File: src/rtl/gpio_edge_pkg.sv
package gpio_edge_pkg;
  localparam int ADDR_W = 2;

  typedef enum logic [ADDR_W-1:0] {
    SEL_DATA = 2'd0,
    SEL_DIR  = 2'd1,
    SEL_POL  = 2'd2,
    SEL_FLAG = 2'd3
  } gpio_sel_e;
endpackage

File: src/rtl/gpio_sync.sv
module gpio_sync #(
  parameter int WIDTH  = 8,
  parameter int STAGES = 2
) (
  input  logic             clk,
  input  logic             rst,
  input  logic [WIDTH-1:0] async_in,
  output logic [WIDTH-1:0] sync_out
);
  logic [WIDTH-1:0] chain [STAGES];

  genvar s;
  generate
    for (s = 0; s < STAGES; s++) begin : g_stage
      if (s == 0) begin : g_first
        always_ff @(posedge clk) begin
          if (rst) chain[0] <= '0;
          else     chain[0] <= async_in;
        end
      end else begin : g_next
        always_ff @(posedge clk) begin
          if (rst) chain[s] <= '0;
          else     chain[s] <= chain[s-1];
        end
      end
    end
  endgenerate

  assign sync_out = chain[STAGES-1];
endmodule

File: src/rtl/gpio_edge_cell.sv
module gpio_edge_cell (
  input  logic clk,
  input  logic rst,
  input  logic level,
  input  logic rising_sel,
  input  logic clear,
  output logic flag
);
  logic level_d;
  logic hit;

  always_ff @(posedge clk) begin
    if (rst) level_d <= 1'b0;
    else     level_d <= level;
  end

  // a transition toward the watched level
  always_comb begin
    hit = (level != level_d) && (level == rising_sel);
  end

  // detection wins over a clearing write
  always_ff @(posedge clk) begin
    if (rst)        flag <= 1'b0;
    else if (hit)   flag <= 1'b1;
    else if (clear) flag <= 1'b0;
  end
endmodule

File: src/rtl/gpio_reg_bank.sv
module gpio_reg_bank
  import gpio_edge_pkg::*;
#(
  parameter int NPINS = 8
) (
  input  logic              clk,
  input  logic              rst,
  input  logic [ADDR_W-1:0] reg_addr,
  input  logic              reg_wr,
  input  logic [NPINS-1:0]  reg_wdata,
  input  logic [NPINS-1:0]  pin_level,
  input  logic [NPINS-1:0]  flags,
  output logic [NPINS-1:0]  data_q,
  output logic [NPINS-1:0]  dir_q,
  output logic [NPINS-1:0]  pol_q,
  output logic [NPINS-1:0]  flag_clr,
  output logic [NPINS-1:0]  rdata_q
);
  gpio_sel_e        sel;
  logic [NPINS-1:0] rd_mux;

  assign sel = gpio_sel_e'(reg_addr);

  always_ff @(posedge clk) begin
    if (rst) begin
      data_q <= '0;
      dir_q  <= '0;
      pol_q  <= '0;
    end else if (reg_wr) begin
      case (sel)
        SEL_DATA: data_q <= reg_wdata;
        SEL_DIR:  dir_q  <= reg_wdata;
        SEL_POL:  pol_q  <= reg_wdata;
        default:  ;
      endcase
    end
  end

  always_comb begin
    flag_clr = '0;
    if (reg_wr && sel == SEL_FLAG) flag_clr = ~reg_wdata;
  end

  always_comb begin
    case (sel)
      SEL_DATA: rd_mux = (pin_level & ~dir_q) | (data_q & dir_q);
      SEL_DIR:  rd_mux = dir_q;
      SEL_POL:  rd_mux = pol_q;
      default:  rd_mux = flags;
    endcase
  end

  always_ff @(posedge clk) begin
    if (rst) rdata_q <= '0;
    else     rdata_q <= rd_mux;
  end
endmodule

File: src/rtl/gpio_edge_port.sv
module gpio_edge_port
  import gpio_edge_pkg::*;
#(
  parameter int NPINS       = 8,
  parameter int SYNC_STAGES = 2
) (
  input  logic              clk,
  input  logic              rst,
  input  logic [ADDR_W-1:0] reg_addr,
  input  logic              reg_wr,
  input  logic [NPINS-1:0]  reg_wdata,
  output logic [NPINS-1:0]  reg_rdata,
  input  logic [NPINS-1:0]  pin_in,
  output logic [NPINS-1:0]  pin_out,
  output logic [NPINS-1:0]  pin_oe
);
  logic [NPINS-1:0] level_s;
  logic [NPINS-1:0] flag_q;
  logic [NPINS-1:0] flag_clr;
  logic [NPINS-1:0] data_q;
  logic [NPINS-1:0] dir_q;
  logic [NPINS-1:0] pol_q;

  gpio_sync #(.WIDTH(NPINS), .STAGES(SYNC_STAGES)) u_sync (
    .clk(clk), .rst(rst), .async_in(pin_in), .sync_out(level_s)
  );

  genvar i;
  generate
    for (i = 0; i < NPINS; i++) begin : g_pin
      gpio_edge_cell u_cell (
        .clk(clk), .rst(rst), .level(level_s[i]), .rising_sel(pol_q[i]),
        .clear(flag_clr[i]), .flag(flag_q[i])
      );
    end
  endgenerate

  gpio_reg_bank #(.NPINS(NPINS)) u_regs (
    .clk(clk), .rst(rst), .reg_addr(reg_addr), .reg_wr(reg_wr),
    .reg_wdata(reg_wdata), .pin_level(level_s), .flags(flag_q),
    .data_q(data_q), .dir_q(dir_q), .pol_q(pol_q), .flag_clr(flag_clr),
    .rdata_q(reg_rdata)
  );

  assign pin_out = data_q;
  assign pin_oe  = dir_q;
endmodule

File: config.mk
export PLATFORM = sky130hd
export DESIGN_NAME = gpio_edge_port
export DESIGN_NICKNAME = d
export VERILOG_FILES = /design/src/rtl/gpio_edge_pkg.sv /design/src/rtl/gpio_sync.sv /design/src/rtl/gpio_edge_cell.sv /design/src/rtl/gpio_reg_bank.sv /design/src/rtl/gpio_edge_port.sv
export SDC_FILE = /design/constraint.sdc
export NUM_CORES = 1
export LEC_CHECK = 0
export CORE_MARGIN = 5
export CORE_UTILIZATION = 40
export CTS_CLUSTER_DIAMETER = 60
export DETAILED_ROUTE_END_ITERATION = 7
export DONT_BUFFER_PORTS = 1
export GPL_TIMING_DRIVEN = 0
export PLACE_DENSITY = 0.5
export SETUP_SLACK_MARGIN = 0.15
export SYNTH_ARGS = -nofsm -noshare
export SYNTH_HDL_FRONTEND = slang
export SYNTH_SLANG_ARGS = --single-unit
export TNS_END_PERCENT = 30
File: constraint.sdc
create_clock -name clk -period 1.45 [get_ports clk]
set_clock_uncertainty 0.05 [all_clocks]
set_input_delay 0.0725 -clock clk [delete_from_list [all_inputs] [get_ports clk]]
set_output_delay 0.0725 -clock clk [all_outputs]
set_load 0.05 [all_outputs]
**After elaboration in Yosys (flattened, before gate mapping)**

Memories as Yosys holds them, arrays and structs flattened.
Cells that the tools add are included.

- Flip-flop bits (word level): 48
- Input port bits: 21
- Memories: 1
- RAM bits: 16
- Output and inout port bits: 24
- Word-level logic and storage cells: 91

Memories:

| memory | words | bits a word | rd ports | clocked after memory_dff | write ports | line | RTL |
|---|---|---|---|---|---|---|---|
| u_sync.chain | 2 | 8 | 2 | 0 | 2 | gpio_sync.sv:10 | `logic [WIDTH-1:0] chain [STAGES];` |

- Multiplexer cells: 23
- Equality and inequality tests: 19
- Bitwise operators: 7
- Reduce and logical (&&, ||, !) cells: 21

Operators by type and width:

| operator | number |
|---|---|
| $mux W8 | 3 |
| $pmux W8 S3 | 1 |
| $mux W1 | 19 |
| $and A8 B8 Y8 | 2 |
| $not A8 Y8 | 2 |
| $reduce_bool A2 Y1 | 8 |
| $logic_and A1 B1 Y1 | 9 |
| $eq A1 B1 Y1 | 8 |
| $ne A1 B1 Y1 | 8 |
| $or A8 B8 Y8 | 1 |
| $reduce_and A2 Y1 | 3 |
| $eq A2 B2 Y1 const B | 2 |
| $eq A2 B1 Y1 const B | 1 |
| $logic_not A2 Y1 | 1 |
| $or A1 B1 Y1 | 2 |

**Depth between registers and ports, before layout**

- Word-level depth: 5
- Mapped depth: 5
- Gate-level depth less buffers: 3

**Hierarchy**

Synthesis repeated with hierarchy kept, for this count alone.

- Cells, all modules: 232
- Area total of the unflattened synthesis: 2476.1 µm²

Modules (own cells, without submodules):

| module | area each (µm²) | cells each | instances |
|---|---|---|---|
| gpio_reg_bank | 1411.4 | 143 | 1 |
| gpio_edge_cell | 75.1 | 7 | 8 |
| gpio_sync | 464.2 | 33 | 1 |

**Least setup slack after synthesis**

Ideal clock, no wire load.

- Path type: reg2reg
- Start point: register u_regs.dir_q[6]
- End point: register u_regs.rdata_q[6]
- Path buffers: 0
- Arrival: 1031 ps
- Setup time: 134 ps
- Data required time: 1266 ps
- Setup slack: 235 ps
- Cell stages (with the launch flop): 4
- Path through: dfxtp_1 > nor2_1 > a211oi_1 > a211oi_1

- Cells in the longest elaborated chain, start to end: 4
- Elaborated cells between the ends (all ways): 5
- Classes of those cells: mux (1); bitwise (4)

Ends and longest elaborated chain:

| item | line | RTL |
|---|---|---|
| start: declaration | gpio_reg_bank.sv:14 | `output logic [NPINS-1:0] dir_q,` |
| start signal: assignment | gpio_reg_bank.sv:32 | `SEL_DIR: dir_q <= reg_wdata;` |
| $not A8 Y8 | gpio_reg_bank.sv:46 | `SEL_DATA: rd_mux = (pin_level & ~dir_q) \| (data_q & dir_q);` |
| $and A8 B8 Y8 | gpio_reg_bank.sv:46 |  |
| $or A8 B8 Y8 | gpio_reg_bank.sv:46 |  |
| $pmux W8 S3 * | gpio_reg_bank.sv:45 | `case (sel)` |
| end signal: assignment | gpio_reg_bank.sv:55 | `else rdata_q <= rd_mux;` |
| end: declaration | gpio_reg_bank.sv:17 | `output logic [NPINS-1:0] rdata_q` |

Every way passes the cells marked *; elsewhere a longest branch is shown, timed or not.
A chain may end at the register's enable or synchronous reset.

**Final worst setup path**

- Start point: input rst
- End point: register u_regs.data_q[7]

RTL lines:

| item | line | RTL |
|---|---|---|
| start: declaration | gpio_edge_port.sv:8 | `input logic rst,` |
| end signal: assignment | gpio_reg_bank.sv:31 | `SEL_DATA: data_q <= reg_wdata;` |
| end: declaration | gpio_reg_bank.sv:13 | `output logic [NPINS-1:0] data_q,` |

No word-level cell between the ends.

==> impl_metrics.env <==
export IMPL_outcome="finished clean"
export IMPL_tightest_slew_ps=626
export IMPL_reg2reg_depth=3
export IMPL_seq_area_frac_synth_pct=52.1
export IMPL_ant_nets=0
export IMPL_firstDrtPassIters=4
export IMPL_layout_nets=283
export IMPL_die_area_um2=7810
export IMPL_rsz0062_at_grt="yes"
export IMPL_cap_violations=0
export IMPL_fin_ws_ps=188
export IMPL_drc=0
export IMPL_hold_slack_ps=86.4
export IMPL_hold_path_startpoint="reg_addr[1]"
export IMPL_io_pin_count=45
export IMPL_vias_per_cell=4.93
export IMPL_diodes=0
export IMPL_vias=1687
export IMPL_leakage_nw=1.22
export IMPL_grt_ovfl_total=0
export IMPL_endpoint_kind="flop"
export IMPL_drive_gt1_share_pct=18.7
export IMPL_dr_wl_met3_um=332
export IMPL_final_cells=342
export IMPL_synth_area_um2=2460
export IMPL_path_max_fanout=10
export IMPL_design_core_area_um2=5960
export IMPL_synthDistinctLibCells=20
export IMPL_dp_cells=309
export IMPL_timing_final_crit_share_pct=87.0
export IMPL_met1_length_um=2750
export IMPL_fmax_mhz=792
export IMPL_gp_congestion=0.736
export IMPL_peakVddDrop_v=0.000611
export IMPL_clockRootBuffer="clkbuf_8"
export IMPL_path_cells="dlygate4sd3_1 -> buf_2 -> clkbuf_1 -> nor2_1"
export IMPL_antenna_found_initial=0
export IMPL_syn_instance_count=234
export IMPL_r2r_start="u_regs.dir_q[0]"
export IMPL_multi_input_area_um2=1070
export IMPL_worstSkewPairLatency_ps=330
export IMPL_syn_area_per_cell_um2=10.5
export IMPL_numCtsBuffers=9
export IMPL_chipWidth_um=88.4
export IMPL_wl_per_cell_um=16.7
export IMPL_hold_violations=0
export IMPL_track_usage_pct=16.0
export IMPL_report_final_slew_viol_count=0
export IMPL_met2_wirelength_um=2570
export IMPL_clk_pin_slew_ps=70
export IMPL_hp_class="primary input to flop"
export IMPL_slowest_delay_ps=520
export IMPL_fp_dieH_um=88.4
export IMPL_finish_utilization_pct=49.7
export IMPL_yosysWarningCount=0
export IMPL_setup_viol=0
export IMPL_fillers=570
export IMPL_cts_setup_buffers=0
export IMPL_seqCellArea_um2=1300
export IMPL_start_util_pct=41.3
export IMPL_tns_ps=0
export IMPL_startpoint_type="primary input"
export IMPL_grt_pass1_wl_um=9110
export IMPL_worstPathArrival_ps=1410
export IMPL_drt_iter0_drc=80
export IMPL_post_route_min_period_ps=1260
export IMPL_cts_max_level=3
export IMPL_hold_depth=4
export IMPL_clock_path_buffers=2
export IMPL_grt_pass1_vias=1642
export IMPL_io_buffers=0
export IMPL_clock_sinks=64
export IMPL_synth_nets=255
export IMPL_slew_headroom_pct=58.3
export IMPL_critical_path_class="primary input to flop"
export IMPL_fp_row_count=28
export IMPL_routed_top_layer="met4"
export IMPL_startpoint="rst"
export IMPL_area_growth_pct=20.5
export IMPL_dpl_hpwl_um=3770
export IMPL_ys_seq_elements=64
export IMPL_cts_tree="built"
export IMPL_powerDensity_nw_per_um2=1310
export IMPL_critPathRequiredTime_ps=1600
export IMPL_grt_max_degree=11
export IMPL_critPathSlowestCell="dlygate4sd3_1"
export IMPL_routed_wl_um=5710
export IMPL_dp_slack_ps=13.3
[critical path: cells and delay by family]
kind	cells	cell delay (ps)
buffers and inverters	3	1220
and+or+nand+nor	1	110
[state kept, by name, summed over array words and instances, names as in the netlist]
signal                count
u_regs.dir_q              8
u_regs.rdata_q            8
g_pin.u_cell.flag         8
u_regs.pol_q              8
g_pin.u_cell.level_d      8
u_sync.chain             16
u_regs.data_q             8
[repair_timing]
item | in CTS | in global routing
endpoints found under the hold margin | 44 | 0
pin swaps | 0 | 0
resized for setup | 4 | 14
hold buffers | 17 | 0
endpoints found under the setup margin | 8 | 37
[cell usage after synthesis (all sizes together)]
master  number  area share (%)
nand3        1            0.20
nor2        32             4.9
nor3b        8             4.1
nor2b       24             6.1
dfxtp       64              52
o21ai        8             1.6
o21a         8             2.4
a211oi       9             2.7
nand3b       3            0.92
or3b         1            0.36
a21oi       14             2.8
nor3         7             1.4
buf          9             3.6
and3b        7             2.5
mux2i       32              13
a31oi        1            0.25
clkbuf       6            0.92
[kinds of logic (layout without fill, tap and decap cells)]
family	count (synthesis)	in the layout	share of synthesized area (%)
AND/OR/NAND/NOR	83	83	20.5
flip-flops	64	64	52.1
AO/OA/AOI/OAI	40	40	9.92
multiplexers	32	32	13.0
buffers and inverters	15	48	4.48
[placed cells by master (no fill, tap or decap)]
cell and instances:
a211oi_1 9, a21oi_1 14, a31oi_1 1, and3b_1 7, buf_2 1, buf_4 3, buf_6 4, buf_8 1
bufinv_16 1, clkbuf_1 6, clkbuf_2 1, clkbuf_8 13, clkinv_2 1, dfxtp_1 48, dfxtp_2 16, dlygate4sd3_1 17
mux2i_1 32, nand3_1 1, nand3b_1 3, nor2_1 32, nor2b_1 24, nor3_1 7, nor3b_2 8, o21a_1 8
o21ai_0 8, or3b_2 1
[power breakdown]
part	internal [mW]	switching, mW	total [mW]	leakage [nW]
sequential	1.83	0.140	1.97	0.531
clock	0.981	0.656	1.64	0.113
combinational	0.133	0.140	0.274	0.581
total	2.95	0.936	3.88	1.22
[worst paths after layout]
check                            end  slack (ps)
setup reg to reg   u_regs.rdata_q[0]         250
hold reg to reg   u_sync.chain[1][2]         390
setup / recovery    u_regs.data_q[7]         190
hold / removal      u_regs.data_q[5]          90
[through the flow]
stage / power (mW) / cell area (um^2)
after floorplan: 2.17 / 2460
after global placement: 2.24 / 2550
after detailed placement: 2.24 / 2550
after CTS: 3.93 / 2950
after global routing: 4.04 / 2960
final: 3.88 / 2960
[cell type report]
type	instances	share of cell area [%]
Buffer	15	3.76
Timing Repair Buffer	17	5.75
Sequential cell	64	43.9
Tap cell	75	3.17
Clock inverter	2	1.18
Clock buffer	14	6.17
Multi-Input combinational cell	155	36.0
[layer usage]
layer	up-vias	track usage [%]
met5	-	0
met4	0	6.18
met3	6	5.59
met2	37	24.1
met1	778	21.1
li1	866	-
Note: power is estimated with default switching activity, not from simulation.
